File: src/rtl/spi_cfg_pkg.sv
package spi_cfg_pkg;
  localparam int ADDR_W   = 13;
  localparam int SHORT_AW = 5;
  localparam int NUM_REGS = 5;
  localparam int IW_LONG  = 16;
  localparam int IW_SHORT = 8;

  // register 0 bit positions
  localparam int B0_LSB  = 0;
  localparam int B0_SRST = 1;
  localparam int B0_LONG = 2;
  localparam int B0_LDO  = 3;
  localparam int B0_STAT = 4;

  typedef enum logic [1:0] {PH_INSTR, PH_DATA, PH_DONE} phase_t;

  function automatic logic [7:0] reg_mask(input int idx);
    case (idx)
      0:       return 8'h0F;
      1:       return 8'h3F;
      2:       return 8'h7F;
      3:       return 8'h3F;
      4:       return 8'hBF;
      default: return 8'h00;
    endcase
  endfunction

  function automatic logic [7:0] reg_default(input int idx);
    return (idx == 2) ? 8'h16 : 8'h00;
  endfunction
endpackage

File: src/rtl/spi_cfg_sync.sv
module spi_cfg_sync #(
  parameter int          N       = 3,
  parameter int          STAGES  = 2,
  parameter logic [N-1:0] RST_VAL = '0
) (
  input  logic         clk,
  input  logic         rst_n,
  input  logic [N-1:0] din,
  output logic [N-1:0] dout
);
  logic [N-1:0] stg [STAGES];

  generate
    for (genvar s = 0; s < STAGES; s++) begin : g_stage
      always_ff @(posedge clk or negedge rst_n) begin
        if (!rst_n) stg[s] <= RST_VAL;
        else        stg[s] <= (s == 0) ? din : stg[(s == 0) ? 0 : s - 1];
      end
    end
  endgenerate

  assign dout = stg[STAGES-1];
endmodule

File: src/rtl/spi_cfg_engine.sv
module spi_cfg_engine
  import spi_cfg_pkg::*;
(
  input  logic              clk,
  input  logic              rst_n,
  input  logic              csn_s,
  input  logic              rise,
  input  logic              fall,
  input  logic              sdi_s,
  input  logic              cfg_lsb,
  input  logic              cfg_long,
  input  logic [7:0]        rd_data,
  output logic [ADDR_W-1:0] rd_addr,
  output logic              wr_en,
  output logic [ADDR_W-1:0] wr_addr,
  output logic [7:0]        wr_data,
  output logic              sdo,
  output logic              sdo_oe
);
  phase_t              phase;
  logic [3:0]          bitcnt;
  logic [IW_LONG-1:0]  sh, sh_nx, word;
  logic                lsb_q, long_q, rw_q;
  logic [1:0]          left_q;
  logic [ADDR_W-1:0]   addr_q, addr_step, dec_addr;
  logic [7:0]          tx, byte_nx;
  logic [3:0]          ilast;
  logic                dec_rw;
  logic [1:0]          dec_cnt;

  always_comb begin
    sh_nx     = lsb_q ? {sdi_s, sh[IW_LONG-1:1]} : {sh[IW_LONG-2:0], sdi_s};
    ilast     = long_q ? 4'(IW_LONG - 1) : 4'(IW_SHORT - 1);
    if (long_q)     word = sh_nx;
    else if (lsb_q) word = {8'h00, sh_nx[15:8]};
    else            word = {8'h00, sh_nx[7:0]};
    dec_rw    = long_q ? word[15] : word[7];
    dec_cnt   = long_q ? word[14:13] : word[6:5];
    dec_addr  = long_q ? word[ADDR_W-1:0] : {{(ADDR_W-SHORT_AW){1'b0}}, word[SHORT_AW-1:0]};
    byte_nx   = lsb_q ? sh_nx[15:8] : sh_nx[7:0];
    addr_step = lsb_q ? addr_q + 1'b1 : addr_q - 1'b1;
    rd_addr   = (phase == PH_INSTR) ? dec_addr : addr_step;
  end

  assign wr_en   = !csn_s && rise && (phase == PH_DATA) && (bitcnt == 4'd7) && !rw_q;
  assign wr_addr = addr_q;
  assign wr_data = byte_nx;

  always_ff @(posedge clk or negedge rst_n) begin
    if (!rst_n) begin
      phase  <= PH_INSTR;
      bitcnt <= '0;
      sh     <= '0;
      lsb_q  <= 1'b0;
      long_q <= 1'b0;
      rw_q   <= 1'b0;
      left_q <= '0;
      addr_q <= '0;
      tx     <= '0;
      sdo    <= 1'b0;
      sdo_oe <= 1'b0;
    end else if (csn_s) begin
      phase  <= PH_INSTR;
      bitcnt <= '0;
      lsb_q  <= cfg_lsb;
      long_q <= cfg_long;
      sdo_oe <= 1'b0;
    end else if (rise) begin
      sh <= sh_nx;
      case (phase)
        PH_INSTR: begin
          if (bitcnt == ilast) begin
            rw_q   <= dec_rw;
            left_q <= dec_cnt;
            addr_q <= dec_addr;
            phase  <= PH_DATA;
            bitcnt <= '0;
            if (dec_rw) tx <= rd_data;
          end else bitcnt <= bitcnt + 1'b1;
        end
        PH_DATA: begin
          if (bitcnt == 4'd7) begin
            bitcnt <= '0;
            addr_q <= addr_step;
            if (left_q == 2'd0) phase <= PH_DONE;
            else                left_q <= left_q - 1'b1;
            if (rw_q) tx <= rd_data;
          end else bitcnt <= bitcnt + 1'b1;
        end
        default: ;
      endcase
    end else if (fall && phase == PH_DATA && rw_q) begin
      sdo    <= lsb_q ? tx[0] : tx[7];
      tx     <= lsb_q ? {1'b0, tx[7:1]} : {tx[6:0], 1'b0};
      sdo_oe <= 1'b1;
    end
  end

  AST_CS_ABORT: assert property (@(posedge clk) disable iff (!rst_n)
    csn_s |=> (phase == PH_INSTR && bitcnt == 4'd0));
  AST_SDO_ON_FALL: assert property (@(posedge clk) disable iff (!rst_n)
    !fall |=> $stable(sdo));
  AST_OE_READ_ONLY: assert property (@(posedge clk) disable iff (!rst_n)
    (sdo_oe && !csn_s) |-> rw_q);
  AST_WR_SPACED: assert property (@(posedge clk) disable iff (!rst_n)
    wr_en |=> !wr_en);
endmodule

File: src/rtl/spi_cfg_bank.sv
module spi_cfg_bank
  import spi_cfg_pkg::*;
(
  input  logic              clk,
  input  logic              rst_n,
  input  logic              wr_en,
  input  logic [ADDR_W-1:0] wr_addr,
  input  logic [7:0]        wr_data,
  input  logic [ADDR_W-1:0] rd_addr,
  output logic [7:0]        rd_data,
  input  logic              ldo_on,
  output logic              cfg_lsb,
  output logic              cfg_long,
  output logic              core_rst,
  output logic              ldo_off,
  output logic [5:0]        pwr_ctl,
  output logic [6:0]        fmt_ctl,
  output logic [5:0]        gain_code,
  output logic [5:0]        rset_code,
  output logic              rset_en
);
  logic [7:0] regs [NUM_REGS];
  logic       srst;

  assign srst = regs[0][B0_SRST];

  always_ff @(posedge clk or negedge rst_n) begin
    if (!rst_n) begin
      for (int i = 0; i < NUM_REGS; i++) regs[i] <= reg_default(i);
    end else begin
      for (int i = 0; i < NUM_REGS; i++) begin
        if (i != 0 && srst)
          regs[i] <= reg_default(i);
        else if (wr_en && wr_addr == ADDR_W'(i))
          regs[i] <= wr_data & reg_mask(i);
      end
    end
  end

  always_comb begin
    rd_data = 8'h00;
    for (int i = 0; i < NUM_REGS; i++)
      if (rd_addr == ADDR_W'(i)) rd_data = regs[i];
    if (rd_addr == '0) rd_data[B0_STAT] = ldo_on;
  end

  assign cfg_lsb   = regs[0][B0_LSB];
  assign cfg_long  = regs[0][B0_LONG];
  assign core_rst  = srst;
  assign ldo_off   = regs[0][B0_LDO];
  assign pwr_ctl   = regs[1][5:0];
  assign fmt_ctl   = regs[2][6:0];
  assign gain_code = regs[3][5:0];
  assign rset_code = regs[4][5:0];
  assign rset_en   = regs[4][7];

  AST_SRST_DEFAULTS: assert property (@(posedge clk) disable iff (!rst_n)
    srst |=> (regs[1] == 8'h00 && regs[2] == 8'h16 && regs[3] == 8'h00 && regs[4] == 8'h00));
  AST_UNDEF_WRITE: assert property (@(posedge clk) disable iff (!rst_n)
    (wr_en && wr_addr >= ADDR_W'(NUM_REGS)) |=> ($stable(regs[0]) && $stable(regs[1]) &&
      $stable(regs[2]) && $stable(regs[3]) && $stable(regs[4])));
endmodule

File: src/rtl/spi_cfg_port.sv
module spi_cfg_port
  import spi_cfg_pkg::*;
#(
  parameter int SYNC_STAGES = 2
) (
  input  logic       clk,
  input  logic       rst_n,
  input  logic       spi_sclk,
  input  logic       spi_csn,
  input  logic       spi_sdi,
  output logic       spi_sdo,
  output logic       spi_sdo_oe,
  input  logic       ldo_on,
  output logic       core_rst,
  output logic       ldo_off,
  output logic [5:0] pwr_ctl,
  output logic [6:0] fmt_ctl,
  output logic [5:0] gain_code,
  output logic [5:0] rset_code,
  output logic       rset_en
);
  logic [2:0]        pins_s;
  logic              sclk_s, csn_s, sdi_s, sclk_d;
  logic              rise, fall;
  logic              cfg_lsb, cfg_long, wr_en;
  logic [ADDR_W-1:0] wr_addr, rd_addr;
  logic [7:0]        wr_data, rd_data;

  spi_cfg_sync #(.N(3), .STAGES(SYNC_STAGES), .RST_VAL(3'b010)) u_sync (
    .clk(clk), .rst_n(rst_n),
    .din({spi_sdi, spi_csn, spi_sclk}), .dout(pins_s));

  assign sclk_s = pins_s[0];
  assign csn_s  = pins_s[1];
  assign sdi_s  = pins_s[2];

  always_ff @(posedge clk or negedge rst_n) begin
    if (!rst_n) sclk_d <= 1'b0;
    else        sclk_d <= sclk_s;
  end

  assign rise = sclk_s & ~sclk_d;
  assign fall = ~sclk_s & sclk_d;

  spi_cfg_engine u_engine (
    .clk(clk), .rst_n(rst_n), .csn_s(csn_s), .rise(rise), .fall(fall),
    .sdi_s(sdi_s), .cfg_lsb(cfg_lsb), .cfg_long(cfg_long), .rd_data(rd_data),
    .rd_addr(rd_addr), .wr_en(wr_en), .wr_addr(wr_addr), .wr_data(wr_data),
    .sdo(spi_sdo), .sdo_oe(spi_sdo_oe));

  spi_cfg_bank u_bank (
    .clk(clk), .rst_n(rst_n), .wr_en(wr_en), .wr_addr(wr_addr), .wr_data(wr_data),
    .rd_addr(rd_addr), .rd_data(rd_data), .ldo_on(ldo_on),
    .cfg_lsb(cfg_lsb), .cfg_long(cfg_long), .core_rst(core_rst), .ldo_off(ldo_off),
    .pwr_ctl(pwr_ctl), .fmt_ctl(fmt_ctl), .gain_code(gain_code),
    .rset_code(rset_code), .rset_en(rset_en));
endmodule

File: config.mk
export PLATFORM = sky130hd
export DESIGN_NAME = spi_cfg_port
export DESIGN_NICKNAME = d
export VERILOG_FILES = /design/src/rtl/spi_cfg_pkg.sv /design/src/rtl/spi_cfg_sync.sv /design/src/rtl/spi_cfg_engine.sv /design/src/rtl/spi_cfg_bank.sv /design/src/rtl/spi_cfg_port.sv
export SDC_FILE = /design/constraint.sdc
export NUM_CORES = 1
export LEC_CHECK = 0
export ABC_AREA = 0
export BUFFER_PORTS_ARGS = -buffer_cell sky130_fd_sc_hd__buf_2
export CORE_UTILIZATION = 55
export CTS_BUF_LIST = sky130_fd_sc_hd__clkbuf_2
export CTS_CLUSTER_DIAMETER = 150
export DETAILED_ROUTE_END_ITERATION = 8
export HOLD_SLACK_MARGIN = 0.12
export PLACE_DENSITY = 0.81
export SLEW_MARGIN = 5
export SYNTH_ARGS = -nofsm -noshare
export SYNTH_HDL_FRONTEND = slang
export SYNTH_SLANG_ARGS = --single-unit
File: constraint.sdc
create_clock -name clk -period 2.75 [get_ports clk]
set_clock_uncertainty 0.2 [all_clocks]
set_input_delay 0.275 -clock clk [delete_from_list [all_inputs] [get_ports clk]]
set_output_delay 0.275 -clock clk [all_outputs]
set_load 0.05 [all_outputs]
==> impl_metrics.toml, run 1 <==
[outcome]
status = "finished with violations"
violations = "negative setup slack"

[synthesis]
synth_area_um2 = 5090
ys.warnings.count = 0
async_flop_share_pct = 100
synth_area_leaders = "dfrtp_1 (40%), mux2i_1 (7.7%), nor2_1 (6.2%)"
synthFlopType = "dfrtp_1"
avgSynthCellArea_um2 = 9.06
syn-num-nets = 574
synth_edf_count = 0
synth_commonest_cells = "nor2_1 (84), dfrtp_1 (82), a21oi_1 (52)"
syn_inst = 562
ys_types = 63
seq_area_frac_synth_pct = 42.9
synth-seq-cells = 87
yosysMostFrequentCell = "nor2_1"
synth_largest_area_cell = "dfrtp_1"
yosysTopAreaCellShare_pct = 40.3

[sta]
setup_viol = 1
hold_viol_final = 0
finalCritPeriodShare_pct = 100
min_period_ns = 2.75
setup_ws_ns = -0.00432
slew_headroom_pct = 65.9
worst_pin_slew_ns = 0.510
fmax_ghz = 0.363
drv_slew = 0
rsz0062_at_grt = "true"

[layout]
drive_gt1_share_pct = 26.0
utilization_pct = 68.4
final_nets = 649
fillers = 712
areaGrowthSynthToFinish_pct = 18.8
n_antenna_cell = 0
final_cells = 750

[floorplanning]
die_y_um = 98.2
core-area_um2 = 8850
io_pins = 36
placementRows = 34
die_w_um = 98.2
start_util_pct = 57.6
die-area_um2 = 9650

[route]
vias = 4717
via_per_inst = 6.29
wl_mm = 14.2
drtPass1Iterations = 6
antenna_left = 0
drt_iter0_markers = 315
drc = 0
wire_per_inst_um = 18.9

[cts]
cts_max_level = 3
cts_tree = "done"
clkTransAtPathRegs_ns = 0.25
cts_sinks = 87
cts-root-buf = "clkbuf_2"
cts_buffers = 9
clockBufferDepth = 2
insertion_delay_ns = 0.59

[placed_design]
dp_cells = 715
gp_congestion = 0.932
io_buffers = 35
dp_hpwl_mm = 9.91

[power]
leakage_nw = 2.80
total_power_w = 0.00257
p_per_area_nw_per_um2 = 425
ir_drop_uv = 382
pwr-share-comb_pct = 18.0
p_switching_w = 0.000877
p_int_w = 0.00169
power_frac_clock_pct = 26.2
switching_share_pct = 34.1
pwr-share-seq_pct = 55.8

[critical_path]
critical_path_class = "reg -> reg"
worstPathArrival_ns = 3.04
worstPathRequired_ns = 3.03
worstSetupEndpointType = "register"
critPathMaxFanout = 5
cp-start-kind = "register"

[grt]
antenna_found_initial = 0
grt_usage_pct = 30.4
grt_pass1_wl_mm = 22.7
grt_pass1_vias = 4456
grt_max_degree = 45
grt-ovfl-total = 0

[run]
maxCapViolCount = 0

[min_path]
hp-class = "reg -> reg"
==> logic make-up after synthesis <==
family / share of synthesized area (%)
AO/OA/AOI/OAI: 19.6
XOR/XNOR: 1.55
adder cells (fa/ha/maj): 1.47
buffers and inverters: 4.15
flip-flops: 42.9
multiplexers: 11.2
AND/OR/NAND/NOR: 19.1
==> power by group through the flow <==
stage	clock, W	sequential (W)	combinational, W
2_1_floorplan	0	0.00142	0.000262
3_3_place_gp	0	0.00145	0.000414
3_5_place_dp	0	0.00145	0.000427
4_1_cts	0.000687	0.00143	0.000445
5_1_grt	0.000736	0.00145	0.000513
6_report	0.000672	0.00144	0.000463
==> metal layers <==
metal	vias to the layer above	track usage [%]	share of wire (%)
met1	2292	41.8	43
met5	-	0	0
met3	35	6.44	7.3
met4	0	11.1	2.6
li1	2179	-	-
met2	211	47.5	47
==> through the flow <==
step / TNS, ns / worst slack (ns) / hold WS (ns) / area (µm²)
floorplan: 0 / 0.0419 / -0.221 / 5090
CTS: 0 / 0.00538 / 0.129 / 5870
detailed placement: 0 / 0.0304 / 0.136 / 5640
global route: -0.326 / -0.0651 / 0.188 / 6050
finish: -0.00432 / -0.00432 / 0.182 / 6050
global placement: 0 / 0.101 / 0.130 / 5640
==> sequential cells by signal, indices dropped and copies added, names as in the netlist, 4 cells and up <==
name / count
u_engine.wr_addr: 13
u_bank.pwr_ctl: 6
u_engine.bitcnt: 4
u_engine.sh: 16
u_engine.tx: 8
u_bank.rset_code: 6
u_bank.fmt_ctl: 7
u_bank.gain_code: 6
==> area by class of cell <==
class | count | area [µm²] | area share (%)
multi-input combinational | 423 | 2800 | 46.2
sequential | 87 | 2190 | 36.1
timing repair buffer | 102 | 761 | 12.6
tap | 108 | 135 | 2.23
clock inverter | 7 | 75.1 | 1.24
inverter | 14 | 52.6 | 0.868
clock buffer | 9 | 45.0 | 0.744
==> worst max-delay path, cell delays in order (launching register included) <==
cell,delay [ns]
dfrtp_2,0.47
buf_6,0.14
or4_4,0.59
o22ai_4,0.24
or3_1,0.14
o211ai_1,0.10
a32o_2,0.32
nand2_2,0.10
nor2_2,0.05
a221o_1,0.31
==> cell usage in the layout, fill, tap and decap left out, types with 5 or more instances in the layout <==
cell and count:
mux2_2 15, nor2b_1 9, a21oi_1 51, o22a_1 5
dfstp_2 5, and3_1 5, dfrtp_1 79, clkbuf_2 10
nand2b_1 7, o21ai_0 21, nor3_1 9, a22oi_1 5
buf_2 34, nand2_1 45, xnor2_1 6, nand4_1 7
mux2i_1 38, buf_4 51, a31oi_1 11, o22ai_1 7
nor2_1 81, dlygate4sd3_1 9, nand3_1 8, inv_1 12
==> worst paths after layout <==
path / startpoint / end / slack, ns / cells after the start
setup reg to reg: u_engine.lsb_q / u_engine.tx[1] / -0.004 / 9
hold reg to reg: u_sync.stg[4] / u_sync.dout[1] / 0.18 / 0
min in group asynchronous: rst_n / u_bank.rset_code[4] / 0.58 / 4
max in group asynchronous: rst_n / u_engine.tx[1] / 1.50 / 4
setup / recovery: u_engine.lsb_q / u_engine.tx[1] / -0.004 / 9
hold / removal: u_sync.stg[4] / u_sync.dout[1] / 0.18 / 0
==> repair_timing <==
item	in CTS	in global routing
hold buffers	9	1
hold endpoints to repair	89	1
pin swaps	0	17
resized for setup	1	28
setup endpoints to repair	1	8
buffers inserted	0	9
Note: power is estimated with default switching activity, not from simulation.
==> run 2: changes to the inputs <==
--- a/config.mk
+++ b/config.mk
@@ -12,8 +12,9 @@
 export CTS_CLUSTER_DIAMETER = 150
 export DETAILED_ROUTE_END_ITERATION = 8
 export HOLD_SLACK_MARGIN = 0.12
-export PLACE_DENSITY = 0.81
+export PLACE_DENSITY = 0.8
 export SLEW_MARGIN = 5
 export SYNTH_ARGS = -nofsm -noshare
 export SYNTH_HDL_FRONTEND = slang
+export SYNTH_HIERARCHICAL = 1
 export SYNTH_SLANG_ARGS = --single-unit
==> constraint.sdc (replaced) <==
create_clock -name clk -period 2.5 [get_ports clk]
set_clock_uncertainty 0.2 [all_clocks]
set_input_delay 0.25 -clock clk [delete_from_list [all_inputs] [get_ports clk]]
set_output_delay 0.25 -clock clk [all_outputs]
set_load 0.05 [all_outputs]
==> impl_metrics.toml, run 2 <==
[power]
p_per_area_nw_per_um2 = 446
leakage_nw = 3.40
pwr-share-comb_pct = 25.3
switching_share_pct = 33.3
ir_drop_uv = 322
p_switching_w = 0.00106
power_frac_clock_pct = 25.1
p_int_w = 0.00213
pwr-share-seq_pct = 49.6

[cts]
cts_sinks = 87
clkTransAtPathRegs_ns = 0.29
cts_tree = "done"
insertion_delay_ns = 0.57
clockBufferDepth = 2
cts-root-buf = "clkbuf_2"
cts_max_level = 3
cts_buffers = 9

[placed_design]
gp_congestion = 0.903
dp_hpwl_mm = 11.5
io_buffers = 35
post-place-ws_ns = -0.775

[sta]
fmax_ghz = 0.289
hold_viol_final = 0
finalCritPeriodShare_pct = 138
setup_ws_ns = -0.955
drv_slew = 0
worst_pin_slew_ns = 0.924
min_period_ns = 3.46
setup_viol = 17
rsz0062_at_grt = "true"
fin_tns_setup_ns = -6.90
slew_headroom_pct = 38.2

[grt]
grt-busiest-layer = "met2"
use_met3_pct = 3.93
grtUsageMet1_pct = 41.1
grt_usage_pct = 31.2
grt_max_degree = 44
antenna_found_initial = 0
use_met2_pct = 53.0
grt-ovfl-total = 0
grt_pass1_wl_mm = 24.7
grt_pass1_vias = 5099

[route]
drt_iter0_markers = 419
drc = 0
vias = 5272
drtPass1Iterations = 5
antenna_left = 0
wire_per_inst_um = 18.8
wl_mm = 16.3
via_per_inst = 6.06

[synthesis]
yosysMostFrequentCell = "dfrtp_1"
synth_commonest_cells = "dfrtp_1 (82), nand2_1 (57), o21ai_0 (46)"
ys.warnings.count = 6
syn-num-nets = 601
ys_types = 73
synth-seq-cells = 87
synth_area_um2 = 5480
yosysTopAreaCellShare_pct = 37.5
syn_inst = 581
avgSynthCellArea_um2 = 9.43
synth_largest_area_cell = "dfrtp_1"
synth_area_leaders = "dfrtp_1 (37%), mux2i_1 (7.1%), mux2_2 (5.3%)"
seq_area_frac_synth_pct = 39.9
synth_edf_count = 0
async_flop_share_pct = 100
synthFlopType = "dfrtp_1"

[layout]
fillers = 645
layout_commonest_cell = "buf_4"
drive_gt1_share_pct = 36.5
n_antenna_cell = 0
areaGrowthSynthToFinish_pct = 31.0
final_cell_mix = "buf_4 (126), dfrtp_1 (81), nand2_1 (57)"
regMostFlops = "u_engine/sh"
final_nets = 752
largest_reg_flops = 16

[critical_path]
critical_path_class = "reg -> reg"
cpLargestDelayFamily = "compound AO/OA/AOI/OAI gates"
worstSetupEndpointType = "register"
cp-start-kind = "register"
critPathMaxFanout = 5
worstPathArrival_ns = 3.72
crit_buf_inv = 3
cpPeakStageDelay_ns = 0.83
path_cells = "clkinvlp_4 -> fa_2 -> buf_4 -> xor2_1 -> nor2_1 -> a21oi_1 -> buf_4 -> nor2b_1 -> a2111oi_1 -> a2111oi_4 -> o22ai_1 -> a21oi_1"
worstPathRequired_ns = 2.76
critPathSlowestCell = "a2111oi_1"

[outcome]
status = "finished with violations"
violations = "negative setup slack"

[floorplanning]
core-area_um2 = 9730
placementRows = 36
die_y_um = 102
die-area_um2 = 10400
start_util_pct = 56.3
die_w_um = 102
io_pins = 36

[run]
maxCapViolCount = 0

[min_path]
hp-class = "reg -> reg"
==> run 2: cell types whose count changed after synthesis, sizes merged, moves of 7 or more <==
cell    change
a31oi      -10
ha          +7
nand2b     +28
mux2       +10
o21ai      +26
nand2      +12
nor2       -50
a21oi       -8
==> run 2: cell type report <==
type	count	area, µm²	area share, %
inverters	12	47.5	0.663
repair buffers	174	1310	18.2
multi-input cells	447	3320	46.3
repair inverters	1	7.51	0.105
flip-flops and latches	87	2180	30.5
clock buffers	9	45.0	0.628
clock inverters	7	91.3	1.27
well taps	133	166	2.32
==> run 2: path summary, 6_finish.rpt <==
path | start | endpoint | slack, ns | cells past startpoint
worst min-delay path | u_sync/stg[4] | u_sync/dout[1] | 0.16 | 0
worst max-delay path | u_engine/lsb_q | u_engine/tx[4] | -0.96 | 12
worst max register to register | u_engine/lsb_q | u_engine/tx[4] | -0.96 | 12
worst min register to register | u_sync/stg[4] | u_sync/dout[1] | 0.16 | 0
min in group asynchronous | rst_n | u_bank/fmt_ctl[4] | 0.51 | 3
max in group asynchronous | rst_n | u_sync/stg[4] | 1.26 | 4
==> run 2: per-stage QoR <==
| step | hold slack, ns | utilization, % | power, W | instances | instance area (µm²) |
|---|---|---|---|---|---|
| 2_1_floorplan | -0.246 | - | 0.00198 | 581 | 5540 |
| 3_5_place_dp | 0.101 | 67.9 | 0.00235 | 831 | 6600 |
| 3_3_place_gp | 0.0886 | 67.9 | 0.00231 | 831 | 6600 |
| 6_report | 0.160 | 73.7 | 0.00320 | 870 | 7170 |
| 5_1_grt | 0.190 | 73.7 | 0.00333 | 870 | 7170 |
| 4_1_cts | 0.187 | 72.3 | 0.00317 | 866 | 7040 |
==> run 2: power groups by stage <==
stage | clock [W] | sequential [W] | combinational [W]
after floorplan | 0 | 0.00161 | 0.000364
after CTS | 0.000812 | 0.00158 | 0.000774
after global placement | 0 | 0.00159 | 0.000716
after detailed placement | 0 | 0.00160 | 0.000742
final | 0.000802 | 0.00158 | 0.000809
after global routing | 0.000866 | 0.00159 | 0.000868
==> run 2: logic make-up (layout without fill, tap and decap cells) <==
family / count (synthesis) / count (layout) / share of synthesized area (%)
fa+ha+maj: 14 / 14 / 3.34
mux: 65 / 65 / 12.5
xor+xnor: 12 / 12 / 1.92
buf+inv: 47 / 203 / 4.00
compound gates: 157 / 157 / 18.2
simple gates: 199 / 199 / 20.2
flops: 87 / 87 / 39.9
==> run 2: per-layer routing <==
layer | up-vias | routed length, µm
met5 | - | 0
met4 | 0 | 486
met3 | 55 | 978
met2 | 236 | 7940
met1 | 2577 | 6940
li1 | 2404 | -
==> run 2: repair_timing <==
action | in CTS | in global routing
hold buffers | 9 | 0
pin swaps | 18 | 20
buffers inserted | 10 | 4
gates resized for setup | 20 | 22
cloned | 0 | 1
hold endpoints to repair | 86 | 0
endpoints found under the setup margin | 36 | 45
